## src/rtl/fsk_pkg.sv

```systemverilog
package fsk_pkg;

    typedef enum logic [1:0] {
        PATH_DEMOD  = 2'd0,
        PATH_FILTER = 2'd1,
        PATH_DIRECT = 2'd2
    } path_e;

    typedef struct packed {
        logic msb;
        logic lsb;
    } sym_t;

    function automatic path_e pick_path(input logic m, input logic bf);
        if (!m)
            return PATH_DEMOD;
        return bf ? PATH_DIRECT : PATH_FILTER;
    endfunction

    function automatic logic maj3(input logic a, input logic b, input logic c);
        return (a & b) | (a & c) | (b & c);
    endfunction

endpackage

```

## src/rtl/fsk_path_select.sv

```systemverilog
module fsk_path_select
    import fsk_pkg::*;
(
    input  logic  clk,
    input  logic  rst,
    input  path_e path,
    input  logic  four_level,
    input  logic  demod_en,
    input  sym_t  dem_sym,
    input  sym_t  pin_sym,
    output sym_t  sym_out
);
    localparam int LANES = $bits(sym_t);

    logic [LANES-1:0] src;
    logic [LANES-1:0] hist0, hist1, hist2;
    logic [LANES-1:0] voted;

    always_comb begin
        case (path)
            PATH_DEMOD: src = demod_en ? dem_sym : '0;
            default:    src = pin_sym;
        endcase
        if (!four_level)
            src[0] = 1'b0;
    end

    always_ff @(posedge clk) begin
        if (rst) begin
            hist0 <= '0;
            hist1 <= '0;
            hist2 <= '0;
        end else begin
            hist0 <= src;
            hist1 <= hist0;
            hist2 <= hist1;
        end
    end

    for (genvar g = 0; g < LANES; g++) begin : g_vote
        assign voted[g] = maj3(hist0[g], hist1[g], hist2[g]);
    end

    assign sym_out = (path == PATH_FILTER) ? voted : hist0;

endmodule

```

## src/rtl/fsk_clock_recovery.sv

```systemverilog
module fsk_clock_recovery
    import fsk_pkg::*;
#(
    parameter int PHASE_W  = 8,
    parameter int NUDGE_SH = 2
) (
    input  logic               clk,
    input  logic               rst,
    input  logic               enable,
    input  logic [PHASE_W-1:0] step,
    input  sym_t               data_in,
    output logic               strobe,
    output logic               rec_clk
);
    localparam int EXT_W = PHASE_W + 2;
    localparam logic signed [EXT_W-1:0] FULL = {2'b01, {PHASE_W{1'b0}}};
    localparam logic signed [EXT_W-1:0] MID  = {3'b001, {(PHASE_W-1){1'b0}}};

    logic [PHASE_W-1:0]      phase_q;
    sym_t                    prev_q;
    logic signed [EXT_W-1:0] phase_ext, err, corr, next_ext;
    logic                    wrap;

    always_comb begin
        phase_ext = $signed({2'b00, phase_q});
        err       = phase_ext - MID;
        corr      = (data_in != prev_q) ? (err >>> NUDGE_SH) : '0;
        next_ext  = phase_ext + $signed({2'b00, step}) - corr;
        wrap      = (next_ext >= FULL);
    end

    always_ff @(posedge clk) begin
        if (rst || !enable) begin
            phase_q <= '0;
            prev_q  <= data_in;
        end else begin
            phase_q <= next_ext[PHASE_W-1:0];
            prev_q  <= data_in;
        end
    end

    assign strobe  = enable && !rst && wrap;
    assign rec_clk = phase_q[PHASE_W-1];

endmodule

```

## src/rtl/fsk_symbol_shift.sv

```systemverilog
module fsk_symbol_shift
    import fsk_pkg::*;
#(
    parameter int BYTE_W = 8
) (
    input  logic              clk,
    input  logic              rst,
    input  logic              enable,
    input  logic              strobe,
    input  logic              four_level,
    input  sym_t              data_in,
    output logic [BYTE_W-1:0] byte_out,
    output logic              ready
);
    localparam int CNT_W = $clog2(BYTE_W) + 1;
    localparam logic [CNT_W-1:0] FULL_CNT = CNT_W'(BYTE_W);

    logic [BYTE_W-1:0] shift_q, shifted;
    logic [CNT_W-1:0]  cnt_q, cnt_next;

    always_comb begin
        if (four_level) begin
            shifted  = {shift_q[BYTE_W-3:0], data_in.msb, data_in.lsb};
            cnt_next = cnt_q + CNT_W'(2);
        end else begin
            shifted  = {shift_q[BYTE_W-2:0], data_in.msb};
            cnt_next = cnt_q + CNT_W'(1);
        end
    end

    always_ff @(posedge clk) begin
        if (rst || !enable) begin
            shift_q  <= '0;
            cnt_q    <= '0;
            byte_out <= '0;
            ready    <= 1'b0;
        end else begin
            ready <= 1'b0;
            if (strobe) begin
                shift_q <= shifted;
                if (cnt_next >= FULL_CNT) begin
                    byte_out <= shifted;
                    ready    <= 1'b1;
                    cnt_q    <= '0;
                end else begin
                    cnt_q <= cnt_next;
                end
            end
        end
    end

endmodule

```

## src/rtl/fsk_symbol_path.sv

```systemverilog
module fsk_symbol_path
    import fsk_pkg::*;
#(
    parameter int PHASE_W  = 8,
    parameter int NUDGE_SH = 2,
    parameter int BYTE_W   = 8
) (
    input  logic               clk,
    input  logic               rst,
    input  logic               mode_m,
    input  logic               mode_bf,
    input  logic               four_level,
    input  logic               demod_en,
    input  logic               rec_en,
    input  logic [PHASE_W-1:0] baud_step,
    input  logic               dem_d1,
    input  logic               dem_d0,
    input  logic               pin_i,
    input  logic               pin_q,
    output logic [BYTE_W-1:0]  sym_reg,
    output logic               sym_ready,
    output logic               rec_clk
);
    path_e path;
    sym_t  dem_sym, pin_sym, sel_sym;
    logic  strobe;

    assign path    = pick_path(mode_m, mode_bf);
    assign dem_sym = '{msb: dem_d1, lsb: dem_d0};
    assign pin_sym = '{msb: pin_i, lsb: pin_q};

    fsk_path_select u_path (
        .clk        (clk),
        .rst        (rst),
        .path       (path),
        .four_level (four_level),
        .demod_en   (demod_en),
        .dem_sym    (dem_sym),
        .pin_sym    (pin_sym),
        .sym_out    (sel_sym)
    );

    fsk_clock_recovery #(
        .PHASE_W  (PHASE_W),
        .NUDGE_SH (NUDGE_SH)
    ) u_rec (
        .clk     (clk),
        .rst     (rst),
        .enable  (rec_en),
        .step    (baud_step),
        .data_in (sel_sym),
        .strobe  (strobe),
        .rec_clk (rec_clk)
    );

    fsk_symbol_shift #(
        .BYTE_W (BYTE_W)
    ) u_shift (
        .clk        (clk),
        .rst        (rst),
        .enable     (rec_en),
        .strobe     (strobe),
        .four_level (four_level),
        .data_in    (sel_sym),
        .byte_out   (sym_reg),
        .ready      (sym_ready)
    );

endmodule

```

## config.mk

```make
export PLATFORM = sky130hd
export DESIGN_NAME = fsk_symbol_path
export DESIGN_NICKNAME = d
export VERILOG_FILES = /design/src/rtl/fsk_pkg.sv /design/src/rtl/fsk_path_select.sv /design/src/rtl/fsk_clock_recovery.sv /design/src/rtl/fsk_symbol_shift.sv /design/src/rtl/fsk_symbol_path.sv
export SDC_FILE = /design/constraint.sdc
export NUM_CORES = 1
export LEC_CHECK = 0
export ABC_AREA = 1
export BUFFER_PORTS_ARGS = -buffer_cell sky130_fd_sc_hd__buf_2
export CAP_MARGIN = 20
export CELL_PAD_IN_SITES_DETAIL_PLACEMENT = 2
export CELL_PAD_IN_SITES_GLOBAL_PLACEMENT = 2
export CORE_ASPECT_RATIO = 0.6
export CORE_MARGIN = 2
export CORE_UTILIZATION = 32
export DETAILED_ROUTE_END_ITERATION = 16
export GPL_TIMING_DRIVEN = 0
export PLACE_DENSITY_LB_ADDON = 0.08
export SLEW_MARGIN = 15
export SYNTH_ARGS = -nofsm -noshare
export SYNTH_HDL_FRONTEND = slang
export SYNTH_SLANG_ARGS = --single-unit
```

## constraint.sdc

```tcl
create_clock -name clk -period 3.5 [get_ports clk]
set_input_delay 0.175 -clock clk [delete_from_list [all_inputs] [get_ports clk]]
set_output_delay 0.175 -clock clk [all_outputs]
set_load 0.02 [all_outputs]
```

==> flow_summary.ini, run 1 <==
[status]
outcome = finished, final reports clean

[floorplanning]
start_util_pct = 33.3
fp-row-count = 23
die_y_um = 68.9
design.core.area_um2 = 6730
die_w_um = 112
io_pins = 29
dieArea_um2 = 7720

[placed_design]
port_buffers = 28
place_area_um2 = 2490
dpl.hpwl_um = 5460
place_congestion = 0.770
preCtsSetupSlack_ps = 196

[power]
sw_frac_of_total_pct = 44.5
power.leakage_nw = 1.32
combPwrFrac_pct = 52.2
peakVddDrop_mv = 0.315
p_sw_w = 0.000877
internal_power_w = 0.00109
powerDensity_nw_per_um2 = 741
p_clk_share_pct = 23.2
p_seq_share_pct = 24.6

[cts]
clockBufferDepth = 2
post_cts_resized = 0
tritoncts = built
cts_setup_buffers = 0
cts_hold_buf = 0
clk_latency_ps = 280
cts_sinks = 36
clkSlewWorstSetupHoldPaths_ps = 60
cts_buffers = 5
htree_levels = 2
ctsRootBufferMaster = clkbuf_16

[route]
wl_um = 6690
ant_nets = 0
via_per_inst = 4.72
vias = 2108
route.detailed.drc = 0
avgRoutedWirePerCell_um = 15.0
first_pass_iters = 4
drtIter0Drc = 69

[worst_hold_path]
holdCritPathClass = primary input to register

[timing]
skew_ps = 7.27
holdWs_ps = 158
timing.final.max_slew_violations = 0
setup_viol = 0
fmax_ghz = 0.315
slew_headroom_pct = 60.5
rsz0062_at_grt = false
finalHoldViolations = 0
tightest_slew_ps = 593
period_share_pct = 90.8
setup_tns_ps = 0
period_minus_slack_ps = 3180
worst_slack_ps = 321

[logic_synthesis]
yosysWarnings = 0
async_reset_ff_share_pct = 0
ys_seq_area_share_pct = 32.1
yosys_most_used_dff = dfxtp_1
synthCells = 324
syn_avg_cell_area_um2 = 6.92
synth_nets = 363
synth_edf_count = 0
synth.distinct_cells = 30
ys_ff_latch = 36
syn_area_um2 = 2240

[grt]
grt_max_degree = 12
grt_pass1_vias = 2257
grt-ovfl-total = 0
antenna_found_initial = 0
grt_pass1_wl_um = 11100
grt_usage_pct = 18.5

[setup_path]
path_delay_family = simple AND/OR/NAND/NOR gates
slowest_stage = dfxtp_1
crit_top_cell = nand2_1
cp.arrival_ps = 3350
crit_path_max_incr_delay_ps = 330
cp-start-kind = register
crit_chain = ha_1 > a21oi_1 > nand2_1 > a21oi_2 > nor2_1 > nor2_1 > xor2_1 > inv_1 > ha_4 > nand2_1 > nand2_1 > nand2_1 > nand2_1 > a21oi_1 > nand2_2 > nand2_2 > nor2_4 > nand2_2 > buf_6 > o21ai_1 > nor2_1
crit_fanout = 10
crit_type = register to register
cp-end-kind = register
required_ps = 3670
worst-path-buf-inv = 2

[cells_and_area]
drive_gt1_share_pct = 16.1
fin_area_um2 = 2660
antennaDiodeCount = 0
multi_input_area_um2 = 1300
final_util_pct = 39.5
seq_area_um2 = 721
syn2layout_area_growth_pct = 18.5
final_nets = 398
fillCellCount = 828

[run]
drv_cap = 0
-- cell type report --
cell class              count  share of cell area (%)
multi-input cells         229                    49.0
clock inverters             1                   0.282
flip-flops and latches     36                    27.1
repair buffers             28                    5.27
well taps                  87                    4.09
clock buffers               7                    5.36
inverters                  53                    7.48
plain buffers               6                    1.41
-- final timing paths --
kind	cells past startpoint	endpoint	slack [ps]	start
worst max-delay path	21	u_shift.shift_q[3]	320	u_rec.phase_q[2]
worst min-delay path	2	u_path.hist2[0]	160	rst
worst max register to register	21	u_shift.shift_q[3]	320	u_rec.phase_q[2]
worst min register to register	2	u_path.hist2[1]	440	u_path.hist1[1]
-- cell families (layout without fill, tap and decap cells) --
kind of cell | count (synthesis) | in the layout | synth area share, %
XOR/XNOR | 12 | 12 | 4.68
AND/OR/NAND/NOR | 148 | 148 | 28.9
adder cells (fa/ha/maj) | 20 | 20 | 11.8
buffers and inverters | 59 | 95 | 10.5
AO/OA/AOI/OAI | 49 | 49 | 11.9
flip-flops | 36 | 36 | 32.1
-- power groups by stage --
stage	clock [W]	combinational, W	sequential, W
after floorplan	0	0.000746	0.000486
after global placement	0	0.000948	0.000492
after detailed placement	0	0.000986	0.000493
after CTS	0.000474	0.000995	0.000484
after global routing	0.000492	0.00117	0.000489
final	0.000457	0.00103	0.000484
-- sequential cells by signal, indices dropped and copies added, names as in the netlist --
register / cells
u_rec.phase_q: 8
u_shift.byte_out: 8
u_shift.shift_q: 7
u_shift.cnt_q: 4
u_path.hist0: 2
u_path.hist1: 2
u_path.hist2: 2
u_rec.prev_q: 2
u_shift.ready: 1
-- cells in the final DEF (no fill, tap or decap), types with 8 or more instances in the layout --
| master | instances |
|---|---|
| xor2_1 | 8 |
| inv_1 | 50 |
| a21oi_1 | 17 |
| buf_2 | 28 |
| nand2_1 | 79 |
| ha_1 | 17 |
| dfxtp_1 | 36 |
| nand3_1 | 12 |
| nor2_1 | 38 |
| o21ai_0 | 17 |
-- per-stage QoR --
stage / std cells / total power [W]
floorplan: 324 / 0.00123
global placement: 439 / 0.00144
detailed placement: 439 / 0.00148
CTS: 447 / 0.00195
global route: 447 / 0.00215
finish: 447 / 0.00197
-- cell usage after synthesis, types with 3 or more instances --
| cell | instances | area, µm² |
|---|---|---|
| o21ai_1 | 4 | 20.0 |
| nand3_1 | 12 | 60.1 |
| a21oi_1 | 18 | 90.1 |
| inv_2 | 3 | 11.3 |
| ha_1 | 18 | 225 |
| dfxtp_1 | 36 | 721 |
| clkbuf_1 | 4 | 15.0 |
| xor2_1 | 8 | 70.1 |
| nor2_1 | 38 | 143 |
| inv_1 | 50 | 188 |
| nand2_1 | 79 | 297 |
| xnor2_1 | 4 | 35.0 |
| a31oi_1 | 4 | 25.0 |
| nand2_2 | 5 | 31.3 |
| nor2_2 | 4 | 25.0 |
| o21ai_0 | 17 | 85.1 |
| o211ai_1 | 3 | 22.5 |
-- layer usage --
layer  share of wire [%]  global-route usage [%]
met3                 2.6                    3.67
met2                  40                    28.8
met1                  57                    27.3
met4                0.28                    2.74
met5                   0                       0
Note: power is estimated with default switching activity, not from simulation.
==> run 2: changes to the inputs <==
--- a/config.mk
+++ b/config.mk
@@ -15,7 +15,7 @@
 export CORE_UTILIZATION = 32
 export DETAILED_ROUTE_END_ITERATION = 16
 export GPL_TIMING_DRIVEN = 0
-export PLACE_DENSITY_LB_ADDON = 0.08
+export PLACE_DENSITY = 0.87
 export SLEW_MARGIN = 15
 export SYNTH_ARGS = -nofsm -noshare
 export SYNTH_HDL_FRONTEND = slang
==> flow_summary.ini, run 2 (same netlist as run 1, synthesis figures left out) <==
[route]
drtIter0Drc = 72
wl_um = 7320
route.detailed.drc = 0
first_pass_iters = 4
avgRoutedWirePerCell_um = 16.4
vias = 2173
ant_nets = 0
via_per_inst = 4.86

[grt]
grt_pass1_wl_um = 12400
grt-ovfl-total = 0
grt_pass1_vias = 2438
grt_usage_pct = 20.8
antenna_found_initial = 0
grt_max_degree = 13

[power]
sw_frac_of_total_pct = 44.4
p_clk_share_pct = 25.7
peakVddDrop_mv = 0.226
powerDensity_nw_per_um2 = 762
internal_power_w = 0.00113
combPwrFrac_pct = 50.3
p_sw_w = 0.000901
power.leakage_nw = 1.33
p_seq_share_pct = 24.0

[timing]
skew_ps = 6.15
slew_headroom_pct = 58.0
setup_tns_ps = 0
setup_viol = 0
holdWs_ps = 148
rsz0062_at_grt = false
period_share_pct = 91.6
tightest_slew_ps = 631
period_minus_slack_ps = 3200
fmax_ghz = 0.312
timing.final.max_slew_violations = 0
finalHoldViolations = 0

[floorplanning]
die_y_um = 68.9
io_pins = 29
start_util_pct = 33.3
design.core.area_um2 = 6730
fp-row-count = 23
die_w_um = 112
dieArea_um2 = 7720

[cts]
clockBufferDepth = 2
ctsRootBufferMaster = clkbuf_16
clkSlewWorstSetupHoldPaths_ps = 60
cts_buffers = 5
clk_latency_ps = 280
tritoncts = built
cts_hold_buf = 0
cts_sinks = 36
htree_levels = 2

[placed_design]
dpl.hpwl_um = 5570
place_congestion = 0.810
port_buffers = 28

[setup_path]
cp-start-kind = register
cp-end-kind = register
cp.arrival_ps = 3380
crit_type = register to register
crit_fanout = 10
required_ps = 3670

[cells_and_area]
final_nets = 398
antennaDiodeCount = 0
layout_commonest_cell = nand2_1
drive_gt1_share_pct = 16.7
reg_top3 = u_rec.phase_q: 8 flops, u_shift.byte_out: 8 flops, u_shift.shift_q: 7 flops
syn2layout_area_growth_pct = 18.8
final_cell_mix = 78 x nand2_1, 49 x inv_1, 38 x nor2_1, 36 x dfxtp_1, 28 x buf_2

[status]
outcome = finished, final reports clean

[worst_hold_path]
holdCritPathClass = primary input to register

[run]
drv_cap = 0
-- run 2: cell types whose count changed in the layout (fill, tap and decap cells not counted), sizes merged --
cell	delta
clkinv	+1
clkbuf	-2
bufinv	+1
-- run 2: layout make-up --
cell class                      instances  area (µm²)
Fill cell                             829        4070
Multi-Input combinational cell        229        1290
Sequential cell                        36         721
Inverter                               53         199
Timing Repair Buffer                   28         140
Clock buffer                            5         125
Tap cell                               87         109
Clock inverter                          3        42.5
Buffer                                  6        37.5
-- run 2: metrics by stage --
stage | worst slack [ps] | total power [W] | cells | utilization (%) | area, µm²
finish | 295 | 0.00203 | 447 | 39.6 | 2670
detailed placement | 229 | 0.00149 | 439 | 37.0 | 2490
CTS | 217 | 0.00204 | 447 | 39.5 | 2660
global placement | 388 | 0.00142 | 439 | 37.0 | 2490
floorplan | 792 | 0.00123 | 324 | - | 2240
global route | 16.8 | 0.00219 | 447 | 39.6 | 2670
-- run 2: critical path, cell delays in order, from the launching register on --
cell and delay (ps):
dfxtp_1 320, o211ai_1 260, nand2_2 140, xnor2_1 170, nand2_1 160, inv_2 140
nor2_1 50, ha_1 200, fa_1 360, inv_1 110, nand3_1 80, nand2_1 180
a21oi_1 120, nand2_2 110, nand2_2 70, nor2_4 140, nand2_2 90, buf_6 160
o21ai_1 160, nor2_1 60
-- run 2: timing repair --
item	CTS	global route
endpoints found under the setup margin	0	14
resized for setup	0	4
buffers inserted	0	0
-- run 2: worst paths after layout --
path                                     startpoint  slack (ps)                   to  depth (start not counted)
worst max-delay path                u_path.hist2[1]         300   u_shift.shift_q[2]                         19
worst min-delay path                          pin_i         150      u_path.hist0[1]                          3
worst max register to register      u_path.hist2[1]         300   u_shift.shift_q[2]                         19
worst min register to register  u_shift.byte_out[6]         460  u_shift.byte_out[6]                          2
-- run 2: power by group through the flow --
stage	clock network, W	logic, W	registers [W]
finish	0.000521	0.00102	0.000487
global route	0.000545	0.00116	0.000492
CTS	0.000530	0.00102	0.000487
detailed placement	0	0.000990	0.000495
global placement	0	0.000925	0.000493
floorplan	0	0.000746	0.000486
-- run 2: layer usage --
layer | global-route usage [%] | up-vias | wire [µm]
met5 | 0 | - | 0
met4 | 5.18 | 0 | 71
met3 | 3.41 | 9 | 195
met2 | 36.9 | 31 | 3400
met1 | 27.1 | 1042 | 3650
li1 | - | 1091 | -
==> run 3: changes to the inputs <==
--- a/config.mk
+++ b/config.mk
@@ -16,6 +16,7 @@
 export DETAILED_ROUTE_END_ITERATION = 16
 export GPL_TIMING_DRIVEN = 0
 export PLACE_DENSITY = 0.87
+export REMOVE_ABC_BUFFERS = 1
 export SLEW_MARGIN = 15
 export SYNTH_ARGS = -nofsm -noshare
 export SYNTH_HDL_FRONTEND = slang
==> constraint.sdc (replaced) <==
create_clock -name clk -period 3 [get_ports clk]
set_input_delay 0.15 -clock clk [delete_from_list [all_inputs] [get_ports clk]]
set_output_delay 0.15 -clock clk [all_outputs]
set_load 0.02 [all_outputs]
==> flow_summary.ini, run 3 (same netlist as run 1, synthesis figures left out) <==
[timing]
worst_slack_ps = -296
finalHoldViolations = 0
setup_viol = 20
fmax_ghz = 0.303
holdWs_ps = 130
rsz0062_at_grt = true
period_share_pct = 110
tightest_slew_ps = 534
timing.final.max_slew_violations = 0
slew_headroom_pct = 64.4
skew_ps = 8.06
period_minus_slack_ps = 3300

[route]
vias = 2595
avgRoutedWirePerCell_um = 26.6
drtIter0Drc = 172
ant_nets = 0
via_per_inst = 5.52
route.detailed.drc = 0
wl_um = 12500
first_pass_iters = 4

[cts]
cts_buffers = 5
cts_hold_buf = 0
htree_levels = 2
clockBufferDepth = 2
tritoncts = built
ctsRootBufferMaster = clkbuf_16
clk_latency_ps = 300
cts_sinks = 36
clkSlewWorstSetupHoldPaths_ps = 60

[status]
violations = setup timing
outcome = complete, but fails checks

[cells_and_area]
reg_top3 = u_rec.phase_q: 8 flops, u_shift.byte_out: 8 flops, u_shift.shift_q: 7 flops
syn2layout_area_growth_pct = 47.5
final_nets = 421
drive_gt1_share_pct = 40.5
antennaDiodeCount = 0
layout_commonest_cell = nand2_1
final_util_pct = 49.1
fin_area_um2 = 3310
final_cell_mix = 51 x nand2_1, 48 x inv_1, 32 x dfxtp_1, 29 x nor2_1, 28 x buf_2

[grt]
grt_usage_pct = 27.3
grt_pass1_vias = 2748
grt-ovfl-total = 0
antenna_found_initial = 0
grt_pass1_wl_um = 15600
grt_max_degree = 19

[floorplanning]
fp-row-count = 23
die_y_um = 68.9
design.core.area_um2 = 6730
die_w_um = 112
io_pins = 29
dieArea_um2 = 7720
start_util_pct = 33.3

[setup_path]
crit_fanout = 8
cp.arrival_ps = 3490
regToRegSetupSlack_ps = -300
required_ps = 3190
crit_chain = ha_4 > a21oi_4 > nand2_4 > a21oi_2 > nor2_1 > nor2_1 > xor2_1 > inv_1 > ha_4 > nand2_4 > nand2_4 > nand2_2 > nand2_2 > a21oi_2 > nand2_2 > nand2_2 > nor2_4 > nand2_4 > inv_6 > nand2_1 > nand2_1 > inv_1
cp-start-kind = register
slowest_stage = dfxtp_4
cp-end-kind = register
crit_type = register to register
crit_path_max_incr_delay_ps = 360

[placed_design]
place_congestion = 0.806
place_area_um2 = 2470
preCtsSetupSlack_ps = -323
port_buffers = 28
dpl.hpwl_um = 5120

[power]
fin_total_pwr_w = 0.00344
peakVddDrop_mv = 0.675
power.leakage_nw = 1.54
powerDensity_nw_per_um2 = 1040

[worst_hold_path]
holdCritPathClass = primary input to register

[run]
drv_cap = 0
[run 3: cell types whose count changed in the layout (fill, tap and decap cells not counted), moves of 4 or more]
| cell | change |
|---|---|
| ha_1 | -9 |
| nor2_1 | -9 |
| a21oi_1 | -7 |
| buf_4 | +21 |
| dfxtp_1 | -4 |
| nand2_1 | -27 |
| nand2_4 | +17 |
| a21oi_2 | +4 |
| nand2_2 | +10 |
| nor2_2 | +7 |
| ha_4 | +6 |
[run 3: final timing paths]
check	endpoint	from	depth (start not counted)
worst max-delay path	u_shift.shift_q[0]	u_rec.phase_q[2]	22
worst min register to register	u_shift.byte_out[5]	u_shift.byte_out[5]	2
worst max register to register	u_shift.shift_q[0]	u_rec.phase_q[2]	22
worst min-delay path	u_path.hist0[0]	pin_q	3
[run 3: through the flow]
step                cells  TNS (ps)
floorplan             318         0
global placement      433     -1370
detailed placement    434     -3390
CTS                   455         0
global route          470     -5240
finish                470     -3760
[run 3: timing repair]
item | CTS | global route
setup endpoints to repair | 20 | 21
pin swaps | 14 | 36
gates cloned | 0 | 1
buffers inserted | 13 | 14
resized for setup | 30 | 80
[run 3: cell type report]
| type | instances | area, µm² |
|---|---|---|
| Clock buffer | 7 | 143 |
| Clock inverter | 1 | 7.51 |
| Fill cell | 760 | 3420 |
| Inverter | 53 | 211 |
| Multi-Input combinational cell | 229 | 1700 |
| Sequential cell | 36 | 728 |
| Tap cell | 87 | 109 |
| Timing Repair Buffer | 57 | 414 |
[run 3: power breakdown]
group / leakage [nW] / internal [W] / switching (W)
Combinational: 1.17 / 0.000873 / 0.00141
Clock: 0.0701 / 0.000332 / 0.000241
Sequential: 0.294 / 0.000530 / 0.0000548
[run 3: worst max-delay path: cells and delay by family, from the launching register on]
| kind | cells | cell delay, ps |
|---|---|---|
| xor gates and xnor gates | 1 | 180 |
| and+or+nand+nor | 13 | 1350 |
| buffers and inverters | 3 | 290 |
| AOI/OAI and AO/OA | 3 | 380 |
| DFF | 1 | 360 |
| adders and majority gates | 2 | 630 |
[run 3: metal layers]
metal / vias to the layer above / part of all wire [%] / track usage, % / wire length, µm
li1: 1136 / - / - / -
met3: 45 / 6.2 / 6.12 / 771
met1: 1309 / 43 / 32.4 / 5380
met5: - / 0 / 0 / 0
met4: 0 / 4.2 / 10.5 / 526
met2: 105 / 47 / 49.5 / 5840
